--- config.mk ---
export PLATFORM = sky130hd
export DESIGN_NAME = amul_mul
export DESIGN_NICKNAME = d
export VERILOG_FILES = /design/src/rtl/amul_pkg.sv /design/src/rtl/amul_unpack.sv /design/src/rtl/amul_ripple.sv /design/src/rtl/amul_core.sv /design/src/rtl/amul_mul.sv
export SDC_FILE = /design/constraint.sdc
export NUM_CORES = 1
export LEC_CHECK = 0
export CAP_MARGIN = 10
export CORE_MARGIN = 3
export CORE_UTILIZATION = 45
export DETAILED_ROUTE_END_ITERATION = 10
export HOLD_SLACK_MARGIN = 0.08
export PLACE_DENSITY = 0.75
export SLEW_MARGIN = 20
export SYNTH_ARGS = -nofsm -noshare
export SYNTH_HDL_FRONTEND = slang
export SYNTH_SLANG_ARGS = --single-unit
--- constraint.sdc ---
create_clock -name clk -period 31.6 [get_ports clk]
set_input_delay 4.74 -clock clk [delete_from_list [all_inputs] [get_ports clk]]
set_output_delay 4.74 -clock clk [all_outputs]
set_load 0.02 [all_outputs]
--- src/rtl/amul_pkg.sv ---
package amul_pkg;

  localparam int AMUL_WORD_W = 16;
  localparam int AMUL_EXP_W  = 5;
  localparam int AMUL_FRAC_W = 10;
  localparam int AMUL_ESUM_W = AMUL_EXP_W + 3;
  localparam int AMUL_TOT_W  = AMUL_FRAC_W + 2;

  typedef enum logic [1:0] {
    FMT_E4M3   = 2'd0,
    FMT_E5M2   = 2'd1,
    FMT_HALF   = 2'd2,
    FMT_HALF_B = 2'd3
  } amul_fmt_e;

  // operand after decode: exponent right-aligned, fraction left-aligned
  typedef struct packed {
    logic                   sgn;
    logic [AMUL_EXP_W-1:0]  exp;
    logic [AMUL_FRAC_W-1:0] frac;
    logic                   is_zero;
    logic                   is_inf;
    logic                   is_nan;
  } amul_opnd_t;

  function automatic int fmt_frac_bits(amul_fmt_e f);
    case (f)
      FMT_E4M3: return 3;
      FMT_E5M2: return 2;
      default:  return AMUL_FRAC_W;
    endcase
  endfunction

  function automatic int fmt_bias(amul_fmt_e f);
    return (f == FMT_E4M3) ? 7 : 15;
  endfunction

  function automatic int fmt_emax(amul_fmt_e f);
    return (f == FMT_E4M3) ? 15 : 30;
  endfunction

  // correction exponent L chosen from the fraction width k
  function automatic int corr_exp(int k);
    if (k <= 3)      return k;
    else if (k == 4) return 3;
    else             return 4;
  endfunction

  // bit position of 2^-L inside the left-aligned fraction field
  function automatic int corr_pos(amul_fmt_e f);
    return AMUL_FRAC_W - corr_exp(fmt_frac_bits(f));
  endfunction

endpackage

--- src/rtl/amul_unpack.sv ---
module amul_unpack
  import amul_pkg::*;
(
  input  amul_fmt_e                fmt,
  input  logic [AMUL_WORD_W-1:0]   word,
  output amul_opnd_t               opnd
);

  always_comb begin
    opnd = '0;
    case (fmt)
      FMT_E4M3: begin
        opnd.sgn    = word[7];
        opnd.exp    = {1'b0, word[6:3]};
        opnd.frac   = {word[2:0], 7'd0};
        opnd.is_nan = &word[6:0];
        opnd.is_inf = 1'b0;
      end
      FMT_E5M2: begin
        opnd.sgn    = word[7];
        opnd.exp    = word[6:2];
        opnd.frac   = {word[1:0], 8'd0};
        opnd.is_nan = (&word[6:2]) && (|word[1:0]);
        opnd.is_inf = (&word[6:2]) && !(|word[1:0]);
      end
      default: begin
        opnd.sgn    = word[AMUL_WORD_W-1];
        opnd.exp    = word[AMUL_WORD_W-2:AMUL_FRAC_W];
        opnd.frac   = word[AMUL_FRAC_W-1:0];
        opnd.is_nan = (&word[AMUL_WORD_W-2:AMUL_FRAC_W]) && (|word[AMUL_FRAC_W-1:0]);
        opnd.is_inf = (&word[AMUL_WORD_W-2:AMUL_FRAC_W]) && !(|word[AMUL_FRAC_W-1:0]);
      end
    endcase
    opnd.is_zero = (opnd.exp == '0);
  end

endmodule

--- src/rtl/amul_ripple.sv ---
module amul_ripple #(
  parameter int W = 10
) (
  input  logic [W-1:0] a,
  input  logic [W-1:0] b,
  output logic [W:0]   sum
);

  logic [W:1] cy;

  for (genvar i = 0; i < W; i++) begin : g_bit
    if (i == 0) begin : g_ha
      assign sum[0] = a[0] ^ b[0];
      assign cy[1]  = a[0] & b[0];
    end else begin : g_fa
      assign sum[i]  = a[i] ^ b[i] ^ cy[i];
      assign cy[i+1] = (a[i] & b[i]) | (cy[i] & (a[i] ^ b[i]));
    end
  end

  assign sum[W] = cy[W];

endmodule

--- src/rtl/amul_core.sv ---
module amul_core
  import amul_pkg::*;
(
  input  amul_fmt_e               fmt,
  input  amul_opnd_t              opa,
  input  amul_opnd_t              opb,
  output logic [AMUL_WORD_W-1:0]  res
);

  logic [AMUL_FRAC_W:0]          fsum;
  logic [AMUL_TOT_W-1:0]         corr;
  logic [AMUL_TOT_W-1:0]         tot;
  logic                          carry;
  logic [AMUL_FRAC_W-1:0]        nfrac;
  logic signed [AMUL_ESUM_W-1:0] esum;
  logic                          sgn;
  int                            e_int;
  logic                          any_nan, any_inf, any_zero, e4_nan_hit;

  amul_ripple #(.W(AMUL_FRAC_W)) u_fadd (
    .a   (opa.frac),
    .b   (opb.frac),
    .sum (fsum)
  );

  function automatic logic [AMUL_WORD_W-1:0] nan_word(amul_fmt_e f);
    case (f)
      FMT_E4M3: return 16'h007F;
      FMT_E5M2: return 16'h007E;
      default:  return 16'h7E00;
    endcase
  endfunction

  function automatic logic [AMUL_WORD_W-1:0] zero_word(amul_fmt_e f, logic s);
    return (f == FMT_E4M3 || f == FMT_E5M2) ? {8'h00, s, 7'h00} : {s, 15'h0000};
  endfunction

  function automatic logic [AMUL_WORD_W-1:0] maxf_word(amul_fmt_e f, logic s);
    case (f)
      FMT_E4M3: return {8'h00, s, 4'hF, 3'b110};
      FMT_E5M2: return {8'h00, s, 5'h1E, 2'b11};
      default:  return {s, 5'h1E, 10'h3FF};
    endcase
  endfunction

  function automatic logic [AMUL_WORD_W-1:0] inf_word(amul_fmt_e f, logic s);
    case (f)
      FMT_E4M3: return {8'h00, s, 4'hF, 3'b110};
      FMT_E5M2: return {8'h00, s, 5'h1F, 2'b00};
      default:  return {s, 5'h1F, 10'h000};
    endcase
  endfunction

  function automatic logic [AMUL_WORD_W-1:0] norm_word(amul_fmt_e f, logic s,
                                                       logic [AMUL_EXP_W-1:0] e,
                                                       logic [AMUL_FRAC_W-1:0] fr);
    case (f)
      FMT_E4M3: return {8'h00, s, e[3:0], fr[9:7]};
      FMT_E5M2: return {8'h00, s, e[4:0], fr[9:8]};
      default:  return {s, e, fr};
    endcase
  endfunction

  // significand sum with hidden one and correction term
  always_comb begin
    corr  = AMUL_TOT_W'(1) << corr_pos(fmt);
    tot   = {1'b0, fsum} + (AMUL_TOT_W'(1) << AMUL_FRAC_W) + corr;
    carry = tot[AMUL_TOT_W-1];
    nfrac = carry ? tot[AMUL_FRAC_W:1] : tot[AMUL_FRAC_W-1:0];
  end

  // exponent adder: two fields, one bias removed, normalization carry added
  always_comb begin
    esum = AMUL_ESUM_W'(opa.exp) + AMUL_ESUM_W'(opb.exp)
         - AMUL_ESUM_W'(fmt_bias(fmt)) + AMUL_ESUM_W'(carry);
  end

  always_comb begin
    sgn        = opa.sgn ^ opb.sgn;
    e_int      = int'(esum);
    any_inf    = opa.is_inf | opb.is_inf;
    any_zero   = opa.is_zero | opb.is_zero;
    any_nan    = opa.is_nan | opb.is_nan | (any_inf & any_zero);
    e4_nan_hit = (fmt == FMT_E4M3) && (e_int == 15) && (&nfrac[9:7]);
    if (any_nan)
      res = nan_word(fmt);
    else if (any_inf)
      res = inf_word(fmt, sgn);
    else if (any_zero || e_int < 1)
      res = zero_word(fmt, sgn);
    else if (e_int > fmt_emax(fmt) || e4_nan_hit)
      res = maxf_word(fmt, sgn);
    else
      res = norm_word(fmt, sgn, esum[AMUL_EXP_W-1:0], nfrac);
  end

endmodule

--- src/rtl/amul_mul.sv ---
module amul_mul
  import amul_pkg::*;
#(
  parameter bit REG_OUT = 1'b1
) (
  input  logic                    clk,
  input  logic                    rst,
  input  logic                    in_valid,
  output logic                    in_ready,
  input  logic [1:0]              fmt,
  input  logic [AMUL_WORD_W-1:0]  op_a,
  input  logic [AMUL_WORD_W-1:0]  op_b,
  output logic                    out_valid,
  input  logic                    out_ready,
  output logic [AMUL_WORD_W-1:0]  out_res
);

  amul_fmt_e               fmt_e;
  amul_opnd_t              dec_a, dec_b;
  logic [AMUL_WORD_W-1:0]  core_res;

  assign fmt_e = amul_fmt_e'(fmt);

  amul_unpack u_dec_a (.fmt(fmt_e), .word(op_a), .opnd(dec_a));
  amul_unpack u_dec_b (.fmt(fmt_e), .word(op_b), .opnd(dec_b));

  amul_core u_core (
    .fmt (fmt_e),
    .opa (dec_a),
    .opb (dec_b),
    .res (core_res)
  );

  if (REG_OUT) begin : g_reg
    logic                   vld_q;
    logic [AMUL_WORD_W-1:0] res_q;
    logic [1:0]             fmt_q;
    logic                   fire;

    assign in_ready  = !vld_q || out_ready;
    assign fire      = in_valid && in_ready;
    assign out_valid = vld_q;
    assign out_res   = res_q;

    always_ff @(posedge clk) begin
      if (rst) begin
        vld_q <= 1'b0;
        res_q <= '0;
        fmt_q <= '0;
      end else begin
        if (in_ready) vld_q <= in_valid;
        if (fire) begin
          res_q <= core_res;
          fmt_q <= fmt;
        end
      end
    end

    p_lat_r10: assert property (@(posedge clk) disable iff (rst)
      fire |=> out_valid);

    p_hold_r11: assert property (@(posedge clk) disable iff (rst)
      out_valid && !out_ready |=> out_valid && $stable(out_res));

    p_hibyte_r9: assert property (@(posedge clk) disable iff (rst)
      out_valid && !fmt_q[1] |-> out_res[15:8] == 8'h00);

    p_sign_r1: assert property (@(posedge clk) disable iff (rst)
      fire && !dec_a.is_nan && !dec_b.is_nan
        && !((dec_a.is_inf || dec_b.is_inf) && (dec_a.is_zero || dec_b.is_zero))
      |=> (fmt_q[1] ? out_res[15] : out_res[7]) == $past(dec_a.sgn ^ dec_b.sgn));

    p_nan_r7: assert property (@(posedge clk) disable iff (rst)
      fire && (dec_a.is_nan || dec_b.is_nan)
      |=> out_res == ((fmt_q == 2'd0) ? 16'h007F : (fmt_q == 2'd1) ? 16'h007E : 16'h7E00));

    p_fin_r5: assert property (@(posedge clk) disable iff (rst)
      fire && fmt == 2'd0 && !dec_a.is_nan && !dec_b.is_nan |=> out_res[6:0] != 7'h7F);

    p_zero_r4: assert property (@(posedge clk) disable iff (rst)
      fire && (dec_a.is_zero || dec_b.is_zero) && !dec_a.is_nan && !dec_b.is_nan
        && !dec_a.is_inf && !dec_b.is_inf
      |=> (fmt_q[1] ? out_res[14:0] == 15'h0 : out_res[6:0] == 7'h0));
  end else begin : g_comb
    assign in_ready  = out_ready;
    assign out_valid = in_valid;
    assign out_res   = core_res;
  end

endmodule

# ---- Word-level counts from Yosys, hierarchy flattened
# Index checks and enable logic that the tools add are counted.
dict set report word_totals {
  ff_bits 17
  output_inout_bits 18
  elab_cells 121
  inputBits 38
}
dict set report classes {
  n_bitwise 53
  n_lt_le_gt_ge 3
  n_eq_ne 3
  shift 1
  mux 19
  n_reduce_logical 34
  addsub 6
}
# cell count
set op_table {}
lappend op_table {{one-hot mux 16 bit (2 select lines)} 5}
lappend op_table {{two-way mux 16 bit} 5}
lappend op_table {{two-way mux 32 bit} 1}
lappend op_table {{<< shifter 1 x 32 -> 12 bit (first input constant)} 1}
lappend op_table {{subtractor 5 x 32 -> 32 bit (first input constant)} 1}
lappend op_table {{one-hot mux 15 bit (2 select lines)} 1}
lappend op_table {{bitwise AND 1 bit} 20}
lappend op_table {{AND reduction 5 bit} 4}
lappend op_table {{OR reduction 10 bit} 2}
lappend op_table {{bitwise XOR 1 bit} 20}
lappend op_table {{AND reduction 7 bit} 2}
lappend op_table {{bitwise OR 1 bit} 13}
lappend op_table {{adder 11 x 11 -> 12 bit (second input constant)} 1}
lappend op_table {{adder 12 bit} 1}
lappend op_table {{logical AND 1 bit} 11}
lappend op_table {{zero test 5 bit} 2}
lappend op_table {{two-way mux 10 bit} 1}
lappend op_table {{adder 8 x 1 -> 8 bit} 1}
lappend op_table {{== test 8 x 5 -> 1 bit (second input constant)} 1}
lappend op_table {{> comparator 8 x 6 -> 1 bit} 1}
lappend op_table {{< comparator 8 x 2 -> 1 bit (second input constant)} 1}
lappend op_table {{one-hot mux 2 bit (2 select lines)} 2}
lappend op_table {{one-hot mux 4 bit (2 select lines)} 1}
lappend op_table {{subtractor 8 bit} 1}
lappend op_table {{12 further kinds} 20}

# ---- Longest topological paths before layout
dict set report depth {
  depth_word 32
  mapped_depth 43
  mapped_depth_nobuf 36
}

# ---- Cells and area by module
# From an unflattened synthesis, not the netlist that was laid out.
dict set report unflattened {
  cells_unflattened 441
  area_unflattened_um2 3494.6
}
# module instances seq_area_each_um2 cells_each area_per_inst_um2
set by_module_without_submodules {}
lappend by_module_without_submodules {amul_core 1 0.0 239 1788.0}
lappend by_module_without_submodules {amul_mul 1 340.3 78 795.8}
lappend by_module_without_submodules {amul_unpack 2 0.0 52 340.3}
lappend by_module_without_submodules {amul_ripple 1 0.0 20 230.2}

# ---- Worst setup path after synthesis
# Ideal clock, no wire load.
dict set report synth_path {
  path_kind {in2reg}
  start {in fmt[1]}
  end {reg g_reg.res_q[9], in the netlist out_res[9]}
  setup_slack_ps 18193
  required_ps 31521
  setup_time_ps 79
  arrival_ps 13328
  path_buffers 7
  path_stages 40
  cell_sequence {clkbuf_1 > clkbuf_1 > clkbuf_1 > clkbuf_1 > clkbuf_1 > and2_1 > ha_1 > fa_1 > fa_1 > fa_1 > inv_1 > fa_1 > fa_1 > fa_1 > inv_1 > fa_1 > fa_1 > fa_1 > [4 not listed] > nor2_1 > a211oi_4 > clkbuf_1 > xnor2_1 > ha_1 > nor2_1 > nand3b_1 > a21oi_1 > o211a_1 > inv_2 > ha_1 > nand2_1 > or4_1 > a311o_1 > o21ai_2 > buf_6 > o211ai_2 > a211oi_2}
}
dict set report synth_via {
  elab_chain_cells 32
  elab_cells_between_ends 90
  classes_between {add/sub (6); order compare (3); eq/ne (3); shift (1); mux (17); bitwise (52); reduce/logical (8)}
}
# element line_no
set synth_lines {}
lappend synth_lines {{from (decl)} amul_mul.sv:10} ;# input logic [1:0] fmt,
lappend synth_lines {{parallel branches: the longest is 31 deep, another holds one-hot mux 16 bit (2 select lines)} --}
lappend synth_lines {{two-way mux 16 bit (*)} amul_core.sv:85} ;# if (any_nan)
lappend synth_lines {{to (signal assigned)} amul_mul.sv:53} ;# res_q <= core_res;
lappend synth_lines {{to (decl)} amul_mul.sv:36} ;# logic [AMUL_WORD_W-1:0] res_q;
# Every way passes the cells marked *.
# A chain may end at the register's enable or synchronous reset.

# ---- Final worst setup path
dict set report layout_path {
  start {in op_a[0]}
  end {reg g_reg.res_q[14], in the netlist out_res[14]}
}
dict set report layout_via {
  elab_chain_cells 31
  elab_cells_between_ends 65
  classes_between {add/sub (3); order compare (2); eq/ne (1); mux (8); bitwise (37); reduce/logical (14)}
}
# element line_no
set layout_lines {}
lappend layout_lines {{from (decl)} amul_mul.sv:11} ;# input logic [AMUL_WORD_W-1:0] op_a,
lappend layout_lines {{parallel branches: the longest is 30 deep, another holds one-hot mux 16 bit (2 select lines)} --}
lappend layout_lines {{two-way mux 16 bit (*)} amul_core.sv:85}
# Marks and branches as above.

==> impl_metrics.toml <==
[sta]
rsz0062_at_grt = "false"
setup_viol_count_final = 0
slew_violations = 0
fmax_mhz = 75.3
fin_skew_ns = 0.00513
relSlewSlack = 0.388
setup_tns_ns = 0
tightestPinTransition_ns = 0.915
fin_crit_ns = 13.29
finalHoldViolations = 0
post-route-period-util = 0.420

[cts]
hold_buffers = 0
htreeDepth = 1
cts_tree = "built"
cts_num_sinks = 17
clkTransAtPathRegs_ns = 0.07
clk_latency_ns = 0.25
max-clock-path-buffers = 2
post_cts_buffers = 0
root_buffer = "clkbuf_8"
numCtsBuffers = 3
cts_resized = 0

[die]
start_util = 0.472
core-area_mm2 = 0.00691
fp-row-count = 30
die_h_um = 91.1
dieArea_mm2 = 0.00830
die_w_um = 91.1
io_pins = 56

[setup_path]
path_class = "in -> reg"
critPathLaunchType = "primary input"
worst-path-max-fanout = 17
cp_slowest_stage_delay_ns = 0.67
critPathSlowestCell = "a211oi_4"
worstPathArrival_ns = 13.44
cp_top_family = "adder cells"
end_kind = "flop"
cpMostUsedCell = "fa_1"
critPathBufInv = 4
required_ns = 31.76

[pwr]
leakage_nw = 1.63
power_density_mw_per_mm2 = 49.4
peakVddDrop_v = 0.0000315

[global_route]
grt_pass1_wl_um = 15600
grt_antenna_before_repair = 0
track_usage = 0.220
globalRouteOverflowTotal = 0
grt_max_degree = 66
grt_pass1_vias = 3311

[layout]
finish.utilization = 0.568
area_growth_pct = 20.4
instances_no_fill = 578
drive_above_1_share = 0.0539
finalNetCount = 567
num_antenna_cells = 0

[route]
vias = 3374
ant_nets = 0
vias_per_cell = 5.84
wl_um = 9010
wire_per_inst_um = 15.6
drtIter0Drc = 243
drc = 0
dr.pass1.iters = 4

[job]
drv_cap = 0

[synthesis]
yosysWarnings = 0
synth_cells = 435
synth_cell_types = 68
synth.yosys.seq_area_share = 0.104
syn_area_mm2 = 0.00326
async_reset_ff_frac = 0
synth_edf_count = 0
syn_area_per_cell_um2 = 7.50
synth_seq_cells = 17
synthFlopType = "dfxtp_1"

[placement]
io_buffers = 55
gp_congestion = 0.924
hpwl_um = 7290
dp_cells = 574

[min_path]
hold_path_class = "reg -> reg"

[run_status]
outcome = "complete, no violations"
-- cells by family after synthesis --
| kind of cell | after synthesis | synth area share |
|---|---|---|
| compound gates | 121 | 0.279 |
| xor+xnor | 20 | 0.0537 |
| fa+ha+maj | 46 | 0.202 |
| buf+inv | 45 | 0.0556 |
| flops | 17 | 0.104 |
| mux | 16 | 0.0495 |
| other cells | 2 | 0.00230 |
| simple gates | 168 | 0.254 |
-- sequential cells by signal (all words and copies together), names as in the netlist --
register,cells
out_res,16
out_valid,1
-- Yosys cell counts, drive strengths merged (4+ instances only) --
cell,n,area (µm²)
a21oi,28,140
inv,23,86.3
buf,6,35.0
nor2,40,153
fa,11,220
nor4,9,56.3
clkbuf,15,56.3
and2,14,87.6
o31a,4,35.0
and3,7,43.8
nor3,14,70.1
nand3,13,65.1
or4,4,30.0
a22oi,4,30.0
a211oi,10,108
o21a,5,37.5
nand2b,4,25.0
nand2,49,184
a21o,4,30.0
o22ai,6,37.5
o21ai,21,109
a311oi,5,43.8
mux2i,15,150
xnor2,14,123
a2111oi,4,60.1
xor2,6,52.6
ha,35,438
dfxtp,17,340
a22o,6,52.6
-- layout make-up --
type                            instances  area, µm²
Inverter                               24       90.1
Timing Repair Buffer                   58        568
Tap cell                               96        120
Sequential cell                        17        340
Clock buffer                            3       41.3
Clock inverter                          1       5.00
Fill cell                             676       2980
Multi-Input combinational cell        379       2760
-- power by group --
| part | switching (W) | total (W) | internal [W] |
|---|---|---|---|
| sequential | 0.00000193 | 0.0000268 | 0.0000249 |
| clock | 0.00000740 | 0.0000161 | 0.00000874 |
| combinational | 0.0000901 | 0.000151 | 0.0000610 |
-- routing by layer --
metal | vias up | routed length, µm | track usage
met5 | - | 0 | 0
met4 | 0 | 141 | 0.0364
met3 | 12 | 359 | 0.0257
met2 | 87 | 4340 | 0.382
met1 | 1587 | 4170 | 0.297
li1 | 1688 | - | -
-- cell usage in the layout, fill, tap and decap left out, drive strengths merged, types with 13 or more instances in the layout --
cell and count:
nand2 49, nor2 40, xnor2 14, nor3 14
inv 23, a21oi 28, clkdlybuf4s50 54, dfxtp 17
o21ai 21, nand3 13, mux2i 15, ha 35
and2 14
-- tightest hold or removal path: stages, from the launching register on --
cell	delay [ns]
dfxtp_1	0.33
nand2_1	0.05
o21ai_0	0.06
-- worst paths after layout --
check                               start                  endpoint  slack [ns]  cells past startpoint
setup reg to reg   out_valid$_SDFFE_PP0N_  out_res[12]$_SDFFE_PP0P_       29.71                      6
setup / recovery                  op_a[0]  out_res[14]$_SDFFE_PP0P_       18.32                     34
hold / removal    out_res[8]$_SDFFE_PP0P_   out_res[8]$_SDFFE_PP0P_        0.48                      2
hold reg to reg   out_res[8]$_SDFFE_PP0P_   out_res[8]$_SDFFE_PP0P_        0.48                      2
-- stage by stage --
step           hold WS [ns]  worst slack (ns)  instance area (µm²)  total power, W
6_report              0.477             18.32                 3930        0.000194
5_1_grt               0.509             17.65                 3930        0.000213
4_1_cts               0.472             18.37                 3930        0.000191
3_5_place_dp          0.455             18.11                 3880        0.000174
3_3_place_gp          0.453             18.34                 3880        0.000172
2_1_floorplan         0.537             18.19                 3280        0.000140
(Power assumes the default switching activity.)
